<file path="src/rtl/usb_rx_pkg.sv">
package usb_rx_pkg;

  localparam logic [3:0] PID_OUT   = 4'b0001;
  localparam logic [3:0] PID_SETUP = 4'b1101;
  localparam logic [3:0] PID_DATA0 = 4'b0011;
  localparam logic [3:0] PID_DATA1 = 4'b1011;

  localparam logic [4:0]  CRC5_RESID  = 5'b01100;
  localparam logic [15:0] CRC16_RESID = 16'h800D;

  typedef enum logic [2:0] {
    RX_OK       = 3'd0,
    RX_CRC      = 3'd1,
    RX_OVERSIZE = 3'd2,
    RX_TOGGLE   = 3'd3,
    RX_STALL    = 3'd4
  } rx_status_e;

  typedef enum logic [1:0] {
    HS_NONE  = 2'd0,
    HS_ACK   = 2'd1,
    HS_NAK   = 2'd2,
    HS_STALL = 2'd3
  } hs_e;

  // One serial step of the token CRC, x^5 + x^2 + 1.
  function automatic logic [4:0] crc5_step(logic [4:0] c, logic b);
    logic fb;
    fb = b ^ c[4];
    return {c[3:0], 1'b0} ^ (fb ? 5'b00101 : 5'b00000);
  endfunction

  // One serial step of the data CRC, x^16 + x^15 + x^2 + 1.
  function automatic logic [15:0] crc16_step(logic [15:0] c, logic b);
    logic fb;
    fb = b ^ c[15];
    return {c[14:0], 1'b0} ^ (fb ? 16'h8005 : 16'h0000);
  endfunction

  function automatic logic pid_valid(logic [7:0] p);
    return p[7:4] == ~p[3:0];
  endfunction

endpackage

</file>
<file path="src/rtl/usb_rx_line.sv">
module usb_rx_line #(
  parameter int SYNC_ZEROS = 6
) (
  input  logic clk,
  input  logic rst_n,
  input  logic bit_en,
  input  logic rx_d,
  input  logic rx_se0,
  output logic sop,
  output logic bit_vld,
  output logic bit_val,
  output logic eop,
  output logic stuff_err
);
  localparam int ZW = $clog2(SYNC_ZEROS + 1);

  typedef enum logic [1:0] {L_HUNT, L_ACTIVE, L_DROP} lstate_e;

  lstate_e        st;
  logic [ZW-1:0]  zcnt;
  logic [2:0]     ones;
  logic           prev_lvl;
  logic           nrz;

  assign nrz = (rx_d == prev_lvl);

  always_ff @(posedge clk or negedge rst_n) begin
    if (!rst_n) begin
      st        <= L_HUNT;
      zcnt      <= '0;
      ones      <= '0;
      prev_lvl  <= 1'b1;
      sop       <= 1'b0;
      bit_vld   <= 1'b0;
      bit_val   <= 1'b0;
      eop       <= 1'b0;
      stuff_err <= 1'b0;
    end else begin
      sop       <= 1'b0;
      bit_vld   <= 1'b0;
      eop       <= 1'b0;
      stuff_err <= 1'b0;
      if (bit_en) begin
        if (rx_se0) begin
          eop      <= (st == L_ACTIVE);
          st       <= L_HUNT;
          prev_lvl <= 1'b1;
          zcnt     <= '0;
        end else begin
          prev_lvl <= rx_d;
          case (st)
            L_HUNT: begin
              if (!nrz) begin
                if (zcnt != ZW'(SYNC_ZEROS)) zcnt <= zcnt + 1'b1;
              end else begin
                if (zcnt == ZW'(SYNC_ZEROS)) begin
                  st   <= L_ACTIVE;
                  sop  <= 1'b1;
                  ones <= 3'd1;
                end
                zcnt <= '0;
              end
            end
            L_ACTIVE: begin
              if (ones == 3'd6) begin
                if (nrz) begin
                  stuff_err <= 1'b1;
                  st        <= L_DROP;
                end
                ones <= '0;
              end else begin
                bit_vld <= 1'b1;
                bit_val <= nrz;
                ones    <= nrz ? ones + 1'b1 : 3'd0;
              end
            end
            default: ;
          endcase
        end
      end
    end
  end

  // the run counter never passes six, so a seventh one is always caught
  a_r10_ones_bound: assert property (@(posedge clk) disable iff (!rst_n)
    ones <= 3'd6);

  // once a stuff error is seen, no bit and no end of packet leave this stage
  a_r10_drop_silent: assert property (@(posedge clk) disable iff (!rst_n)
    stuff_err |=> (!bit_vld && !eop));

  // start of packet and data bits never share a cycle
  a_r2_sop_alone: assert property (@(posedge clk) disable iff (!rst_n)
    sop |-> (!bit_vld && !eop));

endmodule

</file>
<file path="src/rtl/usb_rx_crc.sv">
module usb_rx_crc (
  input  logic clk,
  input  logic rst_n,
  input  logic clr,
  input  logic en,
  input  logic bit_in,
  output logic crc5_ok,
  output logic crc16_ok
);
  import usb_rx_pkg::*;

  logic [4:0]  c5;
  logic [15:0] c16;

  always_ff @(posedge clk or negedge rst_n) begin
    if (!rst_n) begin
      c5  <= '1;
      c16 <= '1;
    end else if (clr) begin
      c5  <= '1;
      c16 <= '1;
    end else if (en) begin
      c5  <= crc5_step(c5, bit_in);
      c16 <= crc16_step(c16, bit_in);
    end
  end

  assign crc5_ok  = (c5 == CRC5_RESID);
  assign crc16_ok = (c16 == CRC16_RESID);

endmodule

</file>
<file path="src/rtl/usb_rx_decoder.sv">
module usb_rx_decoder #(
  parameter int NEP    = 4,
  parameter int MAXPKT = 64,
  parameter int MW     = $clog2(MAXPKT + 1)
) (
  input  logic              clk,
  input  logic              rst_n,
  input  logic              bit_en,
  input  logic              rx_d,
  input  logic              rx_se0,
  input  logic [6:0]        dev_addr,
  input  logic [NEP-1:0]    ep_enable,
  input  logic [NEP-1:0]    ep_stall,
  input  logic [NEP-1:0]    ep_iso,
  input  logic [NEP*MW-1:0] ep_max,
  output logic              fifo_wr,
  output logic [3:0]        fifo_ep,
  output logic [7:0]        fifo_data,
  output logic              done,
  output logic [3:0]        done_ep,
  output logic [2:0]        done_status,
  output logic              hs_req,
  output logic [1:0]        hs_code
);
  import usb_rx_pkg::*;

  localparam int EPW = (NEP > 1) ? $clog2(NEP) : 1;
  localparam int NBW = $clog2(MAXPKT + 3) + 1;

  typedef enum logic [2:0] {T_IDLE, T_PID, T_TOK, T_DATA, T_SKIP} tstate_e;

  logic sop, bit_vld, bit_val, eop, stuff_err;
  logic crc5_ok, crc16_ok;

  usb_rx_line u_line (
    .clk(clk), .rst_n(rst_n), .bit_en(bit_en), .rx_d(rx_d), .rx_se0(rx_se0),
    .sop(sop), .bit_vld(bit_vld), .bit_val(bit_val), .eop(eop), .stuff_err(stuff_err)
  );

  tstate_e          st;
  logic [7:0]       sh;
  logic [2:0]       bcnt;
  logic [NBW-1:0]   nb;
  logic [3:0]       pid_q;
  logic [15:0]      tok_q;
  logic [7:0]       d1, d2;
  logic             armed;
  logic [3:0]       arm_ep, cur_ep;
  logic             wr_ok;
  logic [NEP-1:0]   tog;
  logic [NBW-1:0]   wr_in_pkt;

  usb_rx_crc u_crc (
    .clk(clk), .rst_n(rst_n), .clr(sop),
    .en(bit_vld && (st == T_TOK || st == T_DATA)),
    .bit_in(bit_val), .crc5_ok(crc5_ok), .crc16_ok(crc16_ok)
  );

  // Per-endpoint maximum payload fields.
  logic [MW-1:0] max_arr [NEP];
  for (genvar g = 0; g < NEP; g++) begin : g_max
    assign max_arr[g] = ep_max[g*MW +: MW];
  end

  // Named internal events.
  logic [7:0]     new_byte;
  logic           byte_done, pid_done, tok_eop, data_eop_ok, tog_flip_evt;
  logic [6:0]     addr_rx;
  logic [3:0]     ep_rx;
  logic           tok_ep_ok, tok_accept;
  logic [EPW-1:0] cur_idx;
  logic [NBW-1:0] cur_max, payload;
  logic           cur_iso, wr_slot;
  rx_status_e     outcome;
  hs_e            hs_c;

  assign new_byte    = {bit_val, sh[7:1]};
  assign byte_done   = bit_vld && (bcnt == 3'd7);
  assign pid_done    = byte_done && (st == T_PID);
  assign addr_rx     = tok_q[6:0];
  assign ep_rx       = tok_q[10:7];
  assign tok_ep_ok   = (int'(ep_rx) < NEP) && ep_enable[ep_rx[EPW-1:0]];
  assign tok_eop     = eop && (st == T_TOK);
  assign tok_accept  = tok_eop && (bcnt == 3'd0) && (nb == NBW'(2)) && crc5_ok &&
                       (addr_rx == dev_addr) && tok_ep_ok;
  assign cur_idx     = cur_ep[EPW-1:0];
  assign cur_max     = NBW'(max_arr[cur_idx]);
  assign cur_iso     = ep_iso[cur_idx];
  assign payload     = nb - NBW'(2);
  assign wr_slot     = (nb >= NBW'(2)) && wr_ok && (payload < cur_max);
  assign data_eop_ok = eop && (st == T_DATA) && (bcnt == 3'd0) && (nb >= NBW'(2));
  assign tog_flip_evt = data_eop_ok && (outcome == RX_OK) && !cur_iso;

  always_comb begin
    if (ep_stall[cur_idx])                       outcome = RX_STALL;
    else if (!crc16_ok)                          outcome = RX_CRC;
    else if (payload > cur_max)                  outcome = RX_OVERSIZE;
    else if (!cur_iso && (pid_q[3] != tog[cur_idx])) outcome = RX_TOGGLE;
    else                                         outcome = RX_OK;
    if (cur_iso) hs_c = HS_NONE;
    else begin
      case (outcome)
        RX_STALL:    hs_c = HS_STALL;
        RX_CRC:      hs_c = HS_NONE;
        RX_OVERSIZE: hs_c = HS_NAK;
        default:     hs_c = HS_ACK;
      endcase
    end
  end

  always_ff @(posedge clk or negedge rst_n) begin
    if (!rst_n) begin
      st <= T_IDLE; sh <= '0; bcnt <= '0; nb <= '0; pid_q <= '0; tok_q <= '0;
      d1 <= '0; d2 <= '0; armed <= 1'b0; arm_ep <= '0; cur_ep <= '0; wr_ok <= 1'b0;
      tog <= '0; wr_in_pkt <= '0;
      fifo_wr <= 1'b0; fifo_ep <= '0; fifo_data <= '0;
      done <= 1'b0; done_ep <= '0; done_status <= '0; hs_req <= 1'b0; hs_code <= '0;
    end else begin
      fifo_wr <= 1'b0;
      done    <= 1'b0;
      hs_req  <= 1'b0;
      if (stuff_err) begin
        st    <= T_IDLE;
        armed <= 1'b0;
      end else if (sop) begin
        st   <= T_PID;
        bcnt <= '0;
      end else if (eop) begin
        st <= T_IDLE;
        if (st == T_TOK) begin
          armed <= tok_accept;
          if (tok_accept) begin
            arm_ep <= ep_rx;
            if (pid_q == PID_SETUP) tog[ep_rx[EPW-1:0]] <= 1'b0;
          end
        end else if (st == T_DATA) begin
          armed <= 1'b0;
          if (data_eop_ok) begin
            done        <= 1'b1;
            done_ep     <= cur_ep;
            done_status <= outcome;
            hs_req      <= (hs_c != HS_NONE);
            hs_code     <= hs_c;
            if (tog_flip_evt) tog[cur_idx] <= ~tog[cur_idx];
          end
        end
      end else if (bit_vld) begin
        sh   <= new_byte;
        bcnt <= bcnt + 1'b1;
        if (byte_done) begin
          if (nb != '1) nb <= nb + 1'b1;
          case (st)
            T_PID: begin
              pid_q     <= new_byte[3:0];
              nb        <= '0;
              wr_in_pkt <= '0;
              if (!pid_valid(new_byte)) st <= T_SKIP;
              else if (new_byte[3:0] == PID_OUT || new_byte[3:0] == PID_SETUP) st <= T_TOK;
              else if ((new_byte[3:0] == PID_DATA0 || new_byte[3:0] == PID_DATA1) && armed) begin
                st     <= T_DATA;
                cur_ep <= arm_ep;
                wr_ok  <= !ep_stall[arm_ep[EPW-1:0]] &&
                          (ep_iso[arm_ep[EPW-1:0]] || (new_byte[3] == tog[arm_ep[EPW-1:0]]));
              end else st <= T_SKIP;
            end
            T_TOK: tok_q <= {new_byte, tok_q[15:8]};
            T_DATA: begin
              d1 <= new_byte;
              d2 <= d1;
              if (wr_slot) begin
                fifo_wr   <= 1'b1;
                fifo_ep   <= cur_ep;
                fifo_data <= d2;
                wr_in_pkt <= wr_in_pkt + 1'b1;
              end
            end
            default: ;
          endcase
        end
      end
    end
  end

  // a handshake is only ever requested together with a completion
  a_r8_hs_with_done: assert property (@(posedge clk) disable iff (!rst_n)
    hs_req |-> done);

  // a CRC failure never asks for a handshake
  a_r5_crc_no_hs: assert property (@(posedge clk) disable iff (!rst_n)
    (done && done_status == RX_CRC) |-> !hs_req);

  // writes in one packet never exceed the endpoint maximum
  a_r7_write_cap: assert property (@(posedge clk) disable iff (!rst_n)
    done |-> (wr_in_pkt <= cur_max));

  // a stalled endpoint receives no bytes
  a_r9_stall_no_write: assert property (@(posedge clk) disable iff (!rst_n)
    (done && done_status == RX_STALL) |-> (wr_in_pkt == '0));

  // a toggle mismatch writes nothing
  a_r6_mismatch_no_write: assert property (@(posedge clk) disable iff (!rst_n)
    (done && done_status == RX_TOGGLE) |-> (wr_in_pkt == '0));

  // a good packet changes the expected toggle on the next cycle
  a_r6_toggle_flips: assert property (@(posedge clk) disable iff (!rst_n)
    tog_flip_evt |=> (tog != $past(tog)));

endmodule

</file>
<file path="config.mk">
export PLATFORM = sky130hd
export DESIGN_NAME = usb_rx_decoder
export DESIGN_NICKNAME = d
export VERILOG_FILES = /design/src/rtl/usb_rx_pkg.sv /design/src/rtl/usb_rx_line.sv /design/src/rtl/usb_rx_crc.sv /design/src/rtl/usb_rx_decoder.sv
export SDC_FILE = /design/constraint.sdc
export NUM_CORES = 1
export LEC_CHECK = 0
export BUFFER_PORTS_ARGS = -buffer_cell sky130_fd_sc_hd__buf_2
export CAP_MARGIN = 20
export CORE_ASPECT_RATIO = 0.8
export CORE_MARGIN = 3
export CORE_UTILIZATION = 59
export CTS_CLUSTER_DIAMETER = 60
export DETAILED_ROUTE_END_ITERATION = 12
export GPL_TIMING_DRIVEN = 0
export PLACE_DENSITY = 0.85
export SLEW_MARGIN = 20
export SYNTH_ARGS = -nofsm -noshare
export SYNTH_HDL_FRONTEND = slang
export SYNTH_SLANG_ARGS = --single-unit
</file>
<file path="constraint.sdc">
create_clock -name clk -period 4.21 [get_ports clk]
set_input_delay 0.2105 -clock clk [delete_from_list [all_inputs] [get_ports clk]]
set_output_delay 0.2105 -clock clk [all_outputs]
set_load 0.01 [all_outputs]
</file>
==> impl_metrics.xml <==
<?xml version="1.0" encoding="UTF-8"?>
<metrics>
  <group name="outcome">
    <metric name="outcome" unit="">complete, no violations</metric>
  </group>
  <group name="die">
    <metric name="dieHeight" unit="um">101</metric>
    <metric name="core" unit="sq um">11000</metric>
    <metric name="io_pins" unit="">76</metric>
    <metric name="initial_core_utilization" unit="%">61.0</metric>
    <metric name="total_die_area" unit="sq um">12700</metric>
    <metric name="die_width" unit="um">125</metric>
    <metric name="floorplan.rows" unit="">34</metric>
  </group>
  <group name="worst_setup_path">
    <metric name="path_delay_family" unit="">compound AO/OA/AOI/OAI gates</metric>
    <metric name="slowest_stage" unit="">sky130_fd_sc_hd__mux4_2</metric>
    <metric name="largest_stage_delay_on_the_critical_path" unit="ns">0.52</metric>
    <metric name="worstPathCellList" unit="">buf_6, clkbuf_8, mux4_2, inv_1, ha_1, and3_1, a221o_2, o21ai_2, a32oi_2, or3_4, o41ai_2</metric>
    <metric name="critical_path_capture_point_type" unit="">flop</metric>
    <metric name="critical_path_required" unit="ns">4.52</metric>
    <metric name="ff2ff_setup_slack" unit="ns">0.88</metric>
    <metric name="worst_path_buf_inv" unit="">3</metric>
    <metric name="critPathMaxFanout" unit="">10</metric>
    <metric name="crit_type" unit="">reg2reg</metric>
    <metric name="worst_ep_arrival_time" unit="ns">3.64</metric>
    <metric name="startpoint_type" unit="">flop</metric>
  </group>
  <group name="synth">
    <metric name="synth.top_cells.by_area" unit="">sky130_fd_sc_hd__dfrtp_1 (40%), sky130_fd_sc_hd__dfstp_2 (8.6%), sky130_fd_sc_hd__mux2_2 (8.2%)</metric>
    <metric name="post_synth_instance_area" unit="sq um">6700</metric>
    <metric name="synthDominantAreaCellType" unit="">sky130_fd_sc_hd__dfrtp_1</metric>
    <metric name="synth-async-reset-ratio" unit="%">100</metric>
    <metric name="postSynthNetCount" unit="">661</metric>
    <metric name="post-synth-top-count-cell" unit="">sky130_fd_sc_hd__dfrtp_1</metric>
    <metric name="synth_warnings" unit="">0</metric>
    <metric name="postSynthCellCount" unit="">591</metric>
    <metric name="number_of_enable_flip_flop_cells_after_synthesis" unit="">0</metric>
    <metric name="synth_top_cell_area_share" unit="%">40.4</metric>
    <metric name="synth.ff_latch_count" unit="">130</metric>
    <metric name="avgSynthCellArea" unit="sq um">11.3</metric>
    <metric name="yosys-top-cells-count" unit="">sky130_fd_sc_hd__dfrtp_1 (108), sky130_fd_sc_hd__nand2_1 (81), sky130_fd_sc_hd__mux2_2 (49)</metric>
    <metric name="library_cells_used_by_synthesis" unit="">66</metric>
    <metric name="yosys_most_used_dff" unit="">sky130_fd_sc_hd__dfrtp_1</metric>
    <metric name="share_of_the_yosys_chip_area_belonging_to_registers" unit="%">49.0</metric>
  </group>
  <group name="global_route">
    <metric name="first_global_vias" unit="">5060</metric>
    <metric name="global_route.usage.total" unit="%">24.7</metric>
    <metric name="antenna_found_initial" unit="">0</metric>
    <metric name="grt_max_degree" unit="">84</metric>
    <metric name="grt_pass1_wl" unit="um">24900</metric>
    <metric name="grt_remaining_overflow" unit="">0</metric>
  </group>
  <group name="sta">
    <metric name="maxSlewViolCount" unit="">0</metric>
    <metric name="fin_worst_skew" unit="ns">0.0134</metric>
    <metric name="fin_setup_tns" unit="ns">0</metric>
    <metric name="final.period_utilization" unit="%">79.1</metric>
    <metric name="worst_slew_pin_slew" unit="ns">0.603</metric>
    <metric name="report.final.hold_viol_count" unit="">0</metric>
    <metric name="finalSetupViolCount" unit="">0</metric>
    <metric name="maxSlewHeadroom" unit="%">59.5</metric>
    <metric name="finalWorstPathRequiredPeriod" unit="ns">3.33</metric>
    <metric name="grt_setup_unrepaired" unit="">no</metric>
    <metric name="final_worst_hold_slack" unit="ns">0.0603</metric>
    <metric name="f_max" unit="MHz">300</metric>
  </group>
  <group name="cts">
    <metric name="cts_htree_levels" unit="">4</metric>
    <metric name="clk_transition_reported_paths" unit="ns">0.06</metric>
    <metric name="cells_resized_by_post_cts_repair" unit="">0</metric>
    <metric name="clkSinkCount" unit="">130</metric>
    <metric name="ctsRootBufferMaster" unit="">sky130_fd_sc_hd__clkbuf_16</metric>
    <metric name="cts_tree" unit="">yes</metric>
    <metric name="clock_latency" unit="ns">0.42</metric>
    <metric name="clockBufferDepth" unit="">2</metric>
    <metric name="cts_inserted_buffers" unit="">17</metric>
  </group>
  <group name="layout">
    <metric name="post_route_cells_drive_above_1_share" unit="%">31.8</metric>
    <metric name="fillerInstances" unit="">733</metric>
    <metric name="number_of_diodes_added_for_antenna_fixing" unit="">0</metric>
    <metric name="area_growth" unit="%">17.5</metric>
    <metric name="layout.nets" unit="">756</metric>
  </group>
  <group name="place">
    <metric name="port-buffer-count" unit="">74</metric>
    <metric name="gpl.final_weighted_congestion" unit="">0.903</metric>
    <metric name="half_perimeter_wire_length_after_placement" unit="um">10600</metric>
  </group>
  <group name="power_and_ir_drop">
    <metric name="cellPowerDensity" unit="nW/um^2">357</metric>
    <metric name="vdd_ir_drop_max" unit="mV">0.356</metric>
    <metric name="cell_internal_pwr" unit="mW">2.18</metric>
    <metric name="power.combinational.fraction" unit="%">3.6</metric>
    <metric name="switching_share" unit="%">22.3</metric>
    <metric name="leakagePower" unit="nW">3.78</metric>
    <metric name="switching_power_summed_over_all_nets" unit="mW">0.625</metric>
    <metric name="pwr-share-seq" unit="%">44.8</metric>
    <metric name="clkPwrFrac" unit="%">51.5</metric>
  </group>
  <group name="route">
    <metric name="number_of_design_rule_violations_left_by_the_first_detailed_router_iteration" unit="">496</metric>
    <metric name="first_pass_iters" unit="">4</metric>
    <metric name="finalWirelength" unit="um">15200</metric>
    <metric name="detail_route.drc_violations" unit="">0</metric>
    <metric name="avgRoutedWirePerCell" unit="um">18.0</metric>
    <metric name="postRouteAntennaNets" unit="">0</metric>
    <metric name="routed-via-count" unit="">5064</metric>
    <metric name="vias_per_cell" unit="">6.01</metric>
  </group>
  <group name="hold_path">
    <metric name="holdCritPathClass" unit="">in2reg</metric>
  </group>
  <group name="flow_run">
    <metric name="maxCapViolCount" unit="">0</metric>
  </group>
</metrics>
[per-stage QoR]
stage                     cells  util (%)  power, mW  instance area, sq um  setup slack (ns)
after floorplan             591         -       1.32                  6700              1.26
after global routing        842      71.7       2.89                  7870             0.732
after global placement      809      66.0       1.37                  7250              1.02
after detailed placement    810      66.3       1.38                  7280             0.937
after CTS                   842      71.7       2.82                  7870             0.889
final                       842      71.7       2.81                  7870             0.880
[flip-flops by register name, indices dropped and copies added, names as in the netlist, 2 cells and up]
name	cells
arm_ep	4
bcnt	3
cur_ep	4
d1	8
d2	8
done_ep	4
done_status	3
fifo_data	8
fifo_ep	4
hs_code	2
nb	8
pid_q	4
sh	7
st	3
tog	4
tok_q	16
u_crc.c16	16
u_crc.c5	5
u_line.ones	3
u_line.st	2
u_line.zcnt	3
[cell type report]
class / instances / area, sq um / share of cell area (%)
Buffer: 28 / 184 / 2.34
Sequential cell: 130 / 3280 / 41.7
Clock inverter: 12 / 134 / 1.70
Multi-Input combinational cell: 411 / 3150 / 40.0
Clock buffer: 19 / 443 / 5.63
Inverter: 22 / 82.6 / 1.05
Timing Repair Buffer: 76 / 414 / 5.26
Tap cell: 144 / 180 / 2.29
[tightest hold or removal path: stages]
cell and delay [ns]:
sky130_fd_sc_hd__buf_2 0.11, sky130_fd_sc_hd__nor2_1 0.09, sky130_fd_sc_hd__a21oi_1 0.07
[timing repair]
| item | in CTS | in global routing |
|---|---|---|
| hold endpoints to repair | 26 | 0 |
| hold buffers | 1 | 0 |
| buffers inserted | 0 | 0 |
[path summary, 6_finish.rpt]
kind | endpoint | depth (start not counted) | startpoint
worst max-delay path | tog[2] | 11 | cur_ep[0]
worst max register to register | tog[2] | 11 | cur_ep[0]
worst min register to register | fifo_ep[0] | 2 | fifo_ep[0]
max in group asynchronous | u_line.prev_lvl | 3 | rst_n
worst min-delay path | u_line.prev_lvl | 3 | rx_d
min in group asynchronous | done_status[0] | 2 | rst_n
[layer usage]
metal  vias to the layer above  GRT usage, %  part of all wire [%]
met2                       158          42.8                    50
met1                      2578          31.2                    43
met5                         -             0                     0
met4                         0          8.58                   1.8
met3                        30          5.69                   5.1
li1                       2298             -                     -
[cell families after synthesis]
kind of cell             after synthesis  synth area share (%)
buffers and inverters                 50                  3.98
XOR/XNOR                              28                  3.77
AND/OR/NAND/NOR                      222                  17.9
AO/OA/AOI/OAI                         70                  7.45
adder cells (fa/ha/maj)               18                  3.36
flip-flops                           130                  49.0
multiplexers                          73                  14.6
[power by group through the flow]
stage          combinational (mW)  clock, mW  sequential [mW]
2_1_floorplan              0.0386          0             1.28
3_3_place_gp               0.0929          0             1.28
3_5_place_dp                0.102          0             1.28
4_1_cts                     0.104       1.46             1.26
5_1_grt                     0.115       1.52             1.26
6_report                    0.103       1.45             1.26
[cells in the final DEF (no fill, tap or decap), drive strengths merged, types with 7 or more instances in the layout]
cell type	instances
dfrtp	108
nand2	81
buf	81
mux2	57
clkbuf	40
nor2	38
o21ai	27
inv	24
dfstp	22
nand3b	19
ha	18
xnor2	15
xor2	13
mux4	13
nor3	12
a21oi	11
nand3	10
nand4	10
and2	7
nor3b	7
(Power assumes the default switching activity.)
